File: config.mk
export PLATFORM = sky130hd
export DESIGN_NAME = lock_bank
export DESIGN_NICKNAME = d
export VERILOG_FILES = /design/src/rtl/lock_bank_pkg.sv /design/src/rtl/lb_decode.sv /design/src/rtl/lb_array.sv /design/src/rtl/lb_ctrl.sv /design/src/rtl/lock_bank.sv
export SDC_FILE = /design/constraint.sdc
export NUM_CORES = 1
export LEC_CHECK = 0
export BUFFER_PORTS_ARGS = -buffer_cell sky130_fd_sc_hd__buf_2
export CORE_MARGIN = 4
export CORE_UTILIZATION = 52
export DETAILED_ROUTE_END_ITERATION = 10
export GPL_TIMING_DRIVEN = 0
export PLACE_DENSITY = 0.95
export SYNTH_ARGS = -nofsm -noshare
export SYNTH_HDL_FRONTEND = slang
export SYNTH_HIERARCHICAL = 1
export SYNTH_SLANG_ARGS = --single-unit
File: constraint.sdc
create_clock -name clk -period 4.6 [get_ports clk]
set_input_delay 0.46 -clock clk [delete_from_list [all_inputs] [get_ports clk]]
set_output_delay 0.46 -clock clk [all_outputs]
set_load 0.01 [all_outputs]
File: src/rtl/lock_bank_pkg.sv
package lock_bank_pkg;

    localparam int unsigned WORD_W = 32;

    typedef enum logic {
        CMD_READ  = 1'b0,
        CMD_WRITE = 1'b1
    } lb_cmd_e;

    typedef enum logic [0:0] {
        ST_IDLE = 1'b0,
        ST_RESP = 1'b1
    } lb_state_e;

    typedef struct packed {
        logic              err;
        logic [WORD_W-1:0] data;
    } lb_rsp_t;

endpackage

File: src/rtl/lb_decode.sv
module lb_decode #(
    parameter int unsigned            NUM_LOCKS = 32,
    parameter int unsigned            ADDR_W    = 32,
    parameter logic [ADDR_W-1:0]      BASE_ADDR = 'h1000,
    parameter int unsigned            IDX_W     = 5
) (
    input  logic [ADDR_W-1:0] addr,
    output logic [IDX_W-1:0]  idx,
    output logic              err
);

    localparam logic [ADDR_W:0] SEG_BYTES = (ADDR_W+1)'(NUM_LOCKS) << 2;

    if (BASE_ADDR[1:0] != 2'b00) begin : g_bad_base
        $error("lb_decode: segment base must be a multiple of 4");
    end

    logic [ADDR_W:0] offset;
    logic            below_base;
    logic            past_end;
    logic            misaligned;

    always_comb begin
        offset     = {1'b0, addr} - {1'b0, BASE_ADDR};
        below_base = offset[ADDR_W];
        past_end   = (offset >= SEG_BYTES);
        misaligned = (addr[1:0] != 2'b00);
        err        = below_base | past_end | misaligned;
        idx        = offset[IDX_W+1:2];
    end

endmodule

File: src/rtl/lb_array.sv
module lb_array #(
    parameter int unsigned NUM_LOCKS = 32,
    parameter int unsigned IDX_W     = 5
) (
    input  logic                 clk,
    input  logic                 rst_n,
    input  logic                 op_en,
    input  logic                 op_clr,
    input  logic [IDX_W-1:0]     idx,
    output logic                 cur_bit,
    output logic [NUM_LOCKS-1:0] locks_q
);

    for (genvar g = 0; g < NUM_LOCKS; g++) begin : g_lock
        always_ff @(posedge clk) begin
            if (!rst_n) begin
                locks_q[g] <= 1'b0;
            end else if (op_en && (idx == IDX_W'(g))) begin
                locks_q[g] <= ~op_clr;
            end
        end
    end

    always_comb begin
        cur_bit = 1'b0;
        for (int i = 0; i < NUM_LOCKS; i++) begin
            if (idx == IDX_W'(i)) begin
                cur_bit = locks_q[i];
            end
        end
    end

endmodule

File: src/rtl/lb_ctrl.sv
module lb_ctrl
    import lock_bank_pkg::*;
(
    input  logic              clk,
    input  logic              rst_n,
    input  logic              req_valid,
    input  logic              req_write,
    input  logic              dec_err,
    input  logic              cur_bit,
    input  logic              rsp_ready,
    output logic              req_ready,
    output logic              op_en,
    output logic              op_clr,
    output logic              rsp_valid,
    output logic [WORD_W-1:0] rsp_data,
    output logic              rsp_err
);

    lb_state_e state_q, state_d;
    lb_rsp_t   rsp_q, rsp_d;
    logic      accept;

    always_ff @(posedge clk) begin
        if (!rst_n) begin
            state_q <= ST_IDLE;
            rsp_q   <= '0;
        end else begin
            state_q <= state_d;
            rsp_q   <= rsp_d;
        end
    end

    always_comb begin
        state_d   = state_q;
        rsp_d     = rsp_q;
        req_ready = 1'b0;
        rsp_valid = 1'b0;
        accept    = 1'b0;
        unique case (state_q)
            ST_IDLE: begin
                req_ready = 1'b1;
                accept    = req_valid;
                if (req_valid) begin
                    state_d    = ST_RESP;
                    rsp_d.err  = dec_err;
                    rsp_d.data = '0;
                    if (!dec_err && (lb_cmd_e'(req_write) == CMD_READ)) begin
                        rsp_d.data[0] = cur_bit;
                    end
                end
            end
            ST_RESP: begin
                rsp_valid = 1'b1;
                if (rsp_ready) begin
                    state_d = ST_IDLE;
                end
            end
            default: state_d = ST_IDLE;
        endcase
        op_en    = accept & ~dec_err;
        op_clr   = (lb_cmd_e'(req_write) == CMD_WRITE);
        rsp_data = rsp_q.data;
        rsp_err  = rsp_q.err;
    end

endmodule

File: src/rtl/lock_bank.sv
module lock_bank
    import lock_bank_pkg::*;
#(
    parameter int unsigned       NUM_LOCKS = 32,
    parameter int unsigned       ADDR_W    = 32,
    parameter logic [ADDR_W-1:0] BASE_ADDR = 'h1000
) (
    input  logic              clk,
    input  logic              rst_n,
    input  logic              req_valid,
    output logic              req_ready,
    input  logic [ADDR_W-1:0] req_addr,
    input  logic              req_write,
    input  logic [31:0]       req_wdata,
    input  logic [3:0]        req_be,
    output logic              rsp_valid,
    input  logic              rsp_ready,
    output logic [31:0]       rsp_rdata,
    output logic              rsp_err
);

    localparam int unsigned IDX_W = (NUM_LOCKS > 1) ? $clog2(NUM_LOCKS) : 1;

    logic [IDX_W-1:0]     dec_idx;
    logic                 dec_err;
    logic                 cur_bit;
    logic                 op_en;
    logic                 op_clr;
    logic [NUM_LOCKS-1:0] locks_q;
    logic                 unused_ok;

    assign unused_ok = ^{req_wdata, req_be};

    lb_decode #(
        .NUM_LOCKS (NUM_LOCKS),
        .ADDR_W    (ADDR_W),
        .BASE_ADDR (BASE_ADDR),
        .IDX_W     (IDX_W)
    ) u_decode (
        .addr (req_addr),
        .idx  (dec_idx),
        .err  (dec_err)
    );

    lb_array #(
        .NUM_LOCKS (NUM_LOCKS),
        .IDX_W     (IDX_W)
    ) u_array (
        .clk     (clk),
        .rst_n   (rst_n),
        .op_en   (op_en),
        .op_clr  (op_clr),
        .idx     (dec_idx),
        .cur_bit (cur_bit),
        .locks_q (locks_q)
    );

    lb_ctrl u_ctrl (
        .clk       (clk),
        .rst_n     (rst_n),
        .req_valid (req_valid),
        .req_write (req_write),
        .dec_err   (dec_err),
        .cur_bit   (cur_bit),
        .rsp_ready (rsp_ready),
        .req_ready (req_ready),
        .op_en     (op_en),
        .op_clr    (op_clr),
        .rsp_valid (rsp_valid),
        .rsp_data  (rsp_rdata),
        .rsp_err   (rsp_err)
    );

endmodule

==> PnR_summary.wiki <==
{| class="wikitable"
! Metric !! Value
|-
| Count leader, synth || sky130_fd_sc_hd__nand2_1
|-
| Global-route usage over all layers || 0.2016
|-
| Standard-cell row count || 25
|-
| Hold Violations, Final || 0
|-
| Antenna diode count || 0
|-
| Post-synthesis average cell area || roughly 7.8 sq um
|-
| Number of global-route vias before repair || between 2000 and 2500
|-
| Area growth from synthesis to layout || 17.81%
|-
| Startpoint of the most critical hold path || req_write
|-
| Wire length per cell after detailed routing || 13.24 um
|-
| Transition at the pin with the smallest max-transition slack || 508.8 ps
|-
| Final antenna-violating net count || 0
|-
| Type of the setup path with the least slack || in -> reg
|-
| Part of the Yosys area used for sequential elements || 0.2756
|-
| Number of instances in the placed design || 460
|-
| Number of design-rule violations left by the first detailed-router iteration || 120
|-
| Final max-slew violation count || 0
|-
| Post-synthesis cell type count || 58
|-
| Flip-flop and latch count after synthesis || 35
|-
| Reg2Reg Depth || 8
|-
| IO Count || 108
|-
| Number of vias in the routed layout || 2531
|-
| Setup TNS || 0 ps
|-
| Worst setup slack for register-to-register paths || 2730 ps
|-
| Port Buf Inserts || 35
|-
| Initial antenna violation count || 0
|-
| Largest net degree at the start of global routing || 11
|-
| Number of sinks handled by clock tree synthesis || 35
|-
| Required time of the critical path || approximately 4800 ps
|-
| WL final || 6198 um
|-
| Top FF cell, synth || sky130_fd_sc_hd__dfxtp_1
|-
| Placed wire-length estimate || 4829 um
|-
| End of the worst register-to-register path || u_ctrl/rsp_data[0]
|-
| Hold worst-path end || u_ctrl/rsp_data[0]
|-
| Max Freq || 0.3198 GHz
|-
| Reg clk slew, reported paths || ~70 ps
|-
| R2r startpoint || u_array/locks_q[3]
|-
| Floorplan Core Area || ~0.0047 sq mm
|-
| Worst hold slack after final layout || 383.2 ps
|-
| Largest clock skew in the final design || 3.422 ps
|-
| Worst Setup End Kind || flop
|-
| Time the final worst path needs with I/O delays and setup || 3127 ps
|-
| Die boundary height || between 70 and 80 um
|-
| Setup violation total in the final timing report || 0
|-
| DIE AREA || 0.006072 sq mm
|-
| Number of hold buffers added after cts || 0
|-
| Setup Buffers After CTS || 0
|-
| CTS max path bufs || 2
|-
| Clock H-tree levels || 2
|-
| Layout Nets || 474
|-
| Post-cts sizing count || 0
|-
| Max FO, Critical Path || 8
|-
| CTS tree || done
|-
| Share of the synthesized area in the top cell type || 0.2756
|-
| Run status || completed
|-
| Via-to-Cell Ratio || around 5.4
|-
| Die extent in x || 77.93 um
|-
| Final weighted congestion in routability-driven placement || slightly below 1
|-
| Share of the clock period used by the worst path || 0.6799
|-
| Ratio of cells with drive above 1 in the final layout || 0.2394
|-
| Total congestion overflow after global routing || 0
|-
| CTS buffer count || 5
|-
| Hold Path Depth || 2
|-
| Worst path arrival time || ~3300 ps
|-
| Count of mapped cells out of synthesis || 328
|-
| Leakage dissipation || ~1.6 nW
|-
| Clock Root Buffer || sky130_fd_sc_hd__clkbuf_8
|-
| RSZ-0062 raised after global routing || no
|-
| Area of the mapped netlist || ~0.0025 sq mm
|-
| Cell type with the largest total area after synthesis || sky130_fd_sc_hd__dfxtp_1
|-
| Remaining DRCs || 0
|-
| Global-route wire length before repair || ~10000 um
|-
| Kind of start point of the critical path || input port
|-
| Worst-skew pair later-pin latency || roughly 280 ps
|-
| Initial Util || 0.5383
|-
| Worst Hold Class || in -> reg
|-
| Final instance count without filler cells || 468
|-
| Biggest area contributors in the synthesized netlist || sky130_fd_sc_hd__dfxtp_1 28%, sky130_fd_sc_hd__o211a_1 13%, sky130_fd_sc_hd__buf_4 11%
|-
| Number of flops mapped to enable cells by yosys || 0
|-
| Worst ir drop on vdd || about 0.00019 V
|-
| Standard cell area after detailed placement || 0.002914 sq mm
|-
| Top cells by count, synth || 52 x sky130_fd_sc_hd__nand2_1, 43 x sky130_fd_sc_hd__nor2_1, 37 x sky130_fd_sc_hd__buf_4
|-
| Number of violations of the max-capacitance limit || 0
|-
| Areal power density over the cells || 215.4 mW/mm^2
|-
| Synth Warn # || 6
|-
| DR pass1 iterations || 4
|-
| Slew headroom || 0.6608
|-
| Fraction of registers with async set/reset || 0
|-
| Cell area after layout || 0.002995 sq mm
|}
-- critical path, stage by stage --
cell,delay (ps)
sky130_fd_sc_hd__buf_2,110
sky130_fd_sc_hd__or4_4,570
sky130_fd_sc_hd__or3_4,400
sky130_fd_sc_hd__o21ai_0,180
sky130_fd_sc_hd__nor3b_1,190
sky130_fd_sc_hd__o2111ai_1,220
sky130_fd_sc_hd__nor2_1,140
sky130_fd_sc_hd__clkbuf_1,330
sky130_fd_sc_hd__nand2_1,220
sky130_fd_sc_hd__nor3_1,250
sky130_fd_sc_hd__nand2_1,90
sky130_fd_sc_hd__o211a_1,150
-- cells by family after synthesis --
kind of cell | count (synthesis) | synth area share
flops | 35 | 0.2756
compound gates | 73 | 0.2451
simple gates | 143 | 0.2638
buf+inv | 62 | 0.1516
fa+ha+maj | 1 | 0.004920
xor+xnor | 3 | 0.01034
mux | 10 | 0.04724
other cells | 1 | 0.001475
-- registers in the layout, summed over array words and instances, names as in the netlist --
name,cells
u_array/locks_q,32
u_ctrl/rsp_data,1
u_ctrl/rsp_err,1
u_ctrl/state_q,1
-- worst max-delay path by stage --
stage                       startpoint                  to
after CTS                 req_addr[17]  u_array/locks_q[1]
after detailed placement  req_addr[17]  u_array/locks_q[1]
final                     req_addr[17]  u_array/locks_q[1]
after global routing      req_addr[17]  u_array/locks_q[1]
after floorplan           req_addr[17]  u_array/locks_q[1]
after global placement    req_addr[17]  u_array/locks_q[1]
-- routing by layer --
| metal | vias to the layer above | track usage | wire length [um] |
|---|---|---|---|
| met5 | - | 0 | 0 |
| met4 | 0 | 0.07343 | 97 |
| met3 | 12 | 0.04872 | 703 |
| met2 | 130 | 0.3545 | 2875 |
| met1 | 1149 | 0.2364 | 2521 |
| li1 | 1240 | - | - |
-- area by class of cell --
| class | instances | area (sq um) |
|---|---|---|
| tap | 67 | 83.83 |
| sequential | 35 | 700.7 |
| multi-input combinational | 261 | 1569 |
| fill | 420 | 1728 |
| clock inverter | 1 | 5.005 |
| inverter | 7 | 26.28 |
| clock buffer | 7 | 76.32 |
| buffer | 55 | 359.1 |
| timing repair buffer | 35 | 175.2 |
-- report_power, final --
group / switching [mW] / leakage, nW / internal [mW] / total [mW]
logic: 0.0732 / 1.30 / 0.0577 / 0.131
registers: 0.000694 / 0.282 / 0.304 / 0.305
clock network: 0.103 / 0.0422 / 0.106 / 0.209
-- cell usage in the layout, fill, tap and decap left out, types with 2 or more instances in the layout --
cell,n
sky130_fd_sc_hd__dfxtp_1,35
sky130_fd_sc_hd__a22oi_1,2
sky130_fd_sc_hd__o21a_1,2
sky130_fd_sc_hd__nor4b_1,2
sky130_fd_sc_hd__nand2_1,52
sky130_fd_sc_hd__nor4_1,4
sky130_fd_sc_hd__xnor2_1,2
sky130_fd_sc_hd__a32oi_1,2
sky130_fd_sc_hd__nand3_1,8
sky130_fd_sc_hd__o2111ai_1,2
sky130_fd_sc_hd__clkbuf_8,5
sky130_fd_sc_hd__buf_4,37
sky130_fd_sc_hd__buf_2,40
sky130_fd_sc_hd__a21o_1,3
sky130_fd_sc_hd__a31oi_1,2
sky130_fd_sc_hd__mux2_2,2
sky130_fd_sc_hd__o21ai_0,10
sky130_fd_sc_hd__or4_1,2
sky130_fd_sc_hd__nor2b_1,8
sky130_fd_sc_hd__conb_1,31
sky130_fd_sc_hd__o211a_1,32
sky130_fd_sc_hd__o2bb2ai_1,2
sky130_fd_sc_hd__nand2b_1,2
sky130_fd_sc_hd__nor3_1,7
sky130_fd_sc_hd__a21oi_1,4
sky130_fd_sc_hd__clkbuf_1,13
sky130_fd_sc_hd__nor2_1,43
sky130_fd_sc_hd__or3b_1,2
sky130_fd_sc_hd__inv_1,7
sky130_fd_sc_hd__nand4_1,2
sky130_fd_sc_hd__mux2i_1,6
sky130_fd_sc_hd__o22ai_1,2
-- stage by stage --
stage | setup slack, ps | util | total power [mW]
after global routing | 1209 | 0.6342 | 0.6766
after global placement | 1257 | 0.6170 | 0.4371
after detailed placement | 1194 | 0.6170 | 0.4393
final | 1473 | 0.6342 | 0.6452
after floorplan | 1699 | - | 0.4044
after CTS | 1500 | 0.6342 | 0.6486
(Power assumes the default switching activity.)
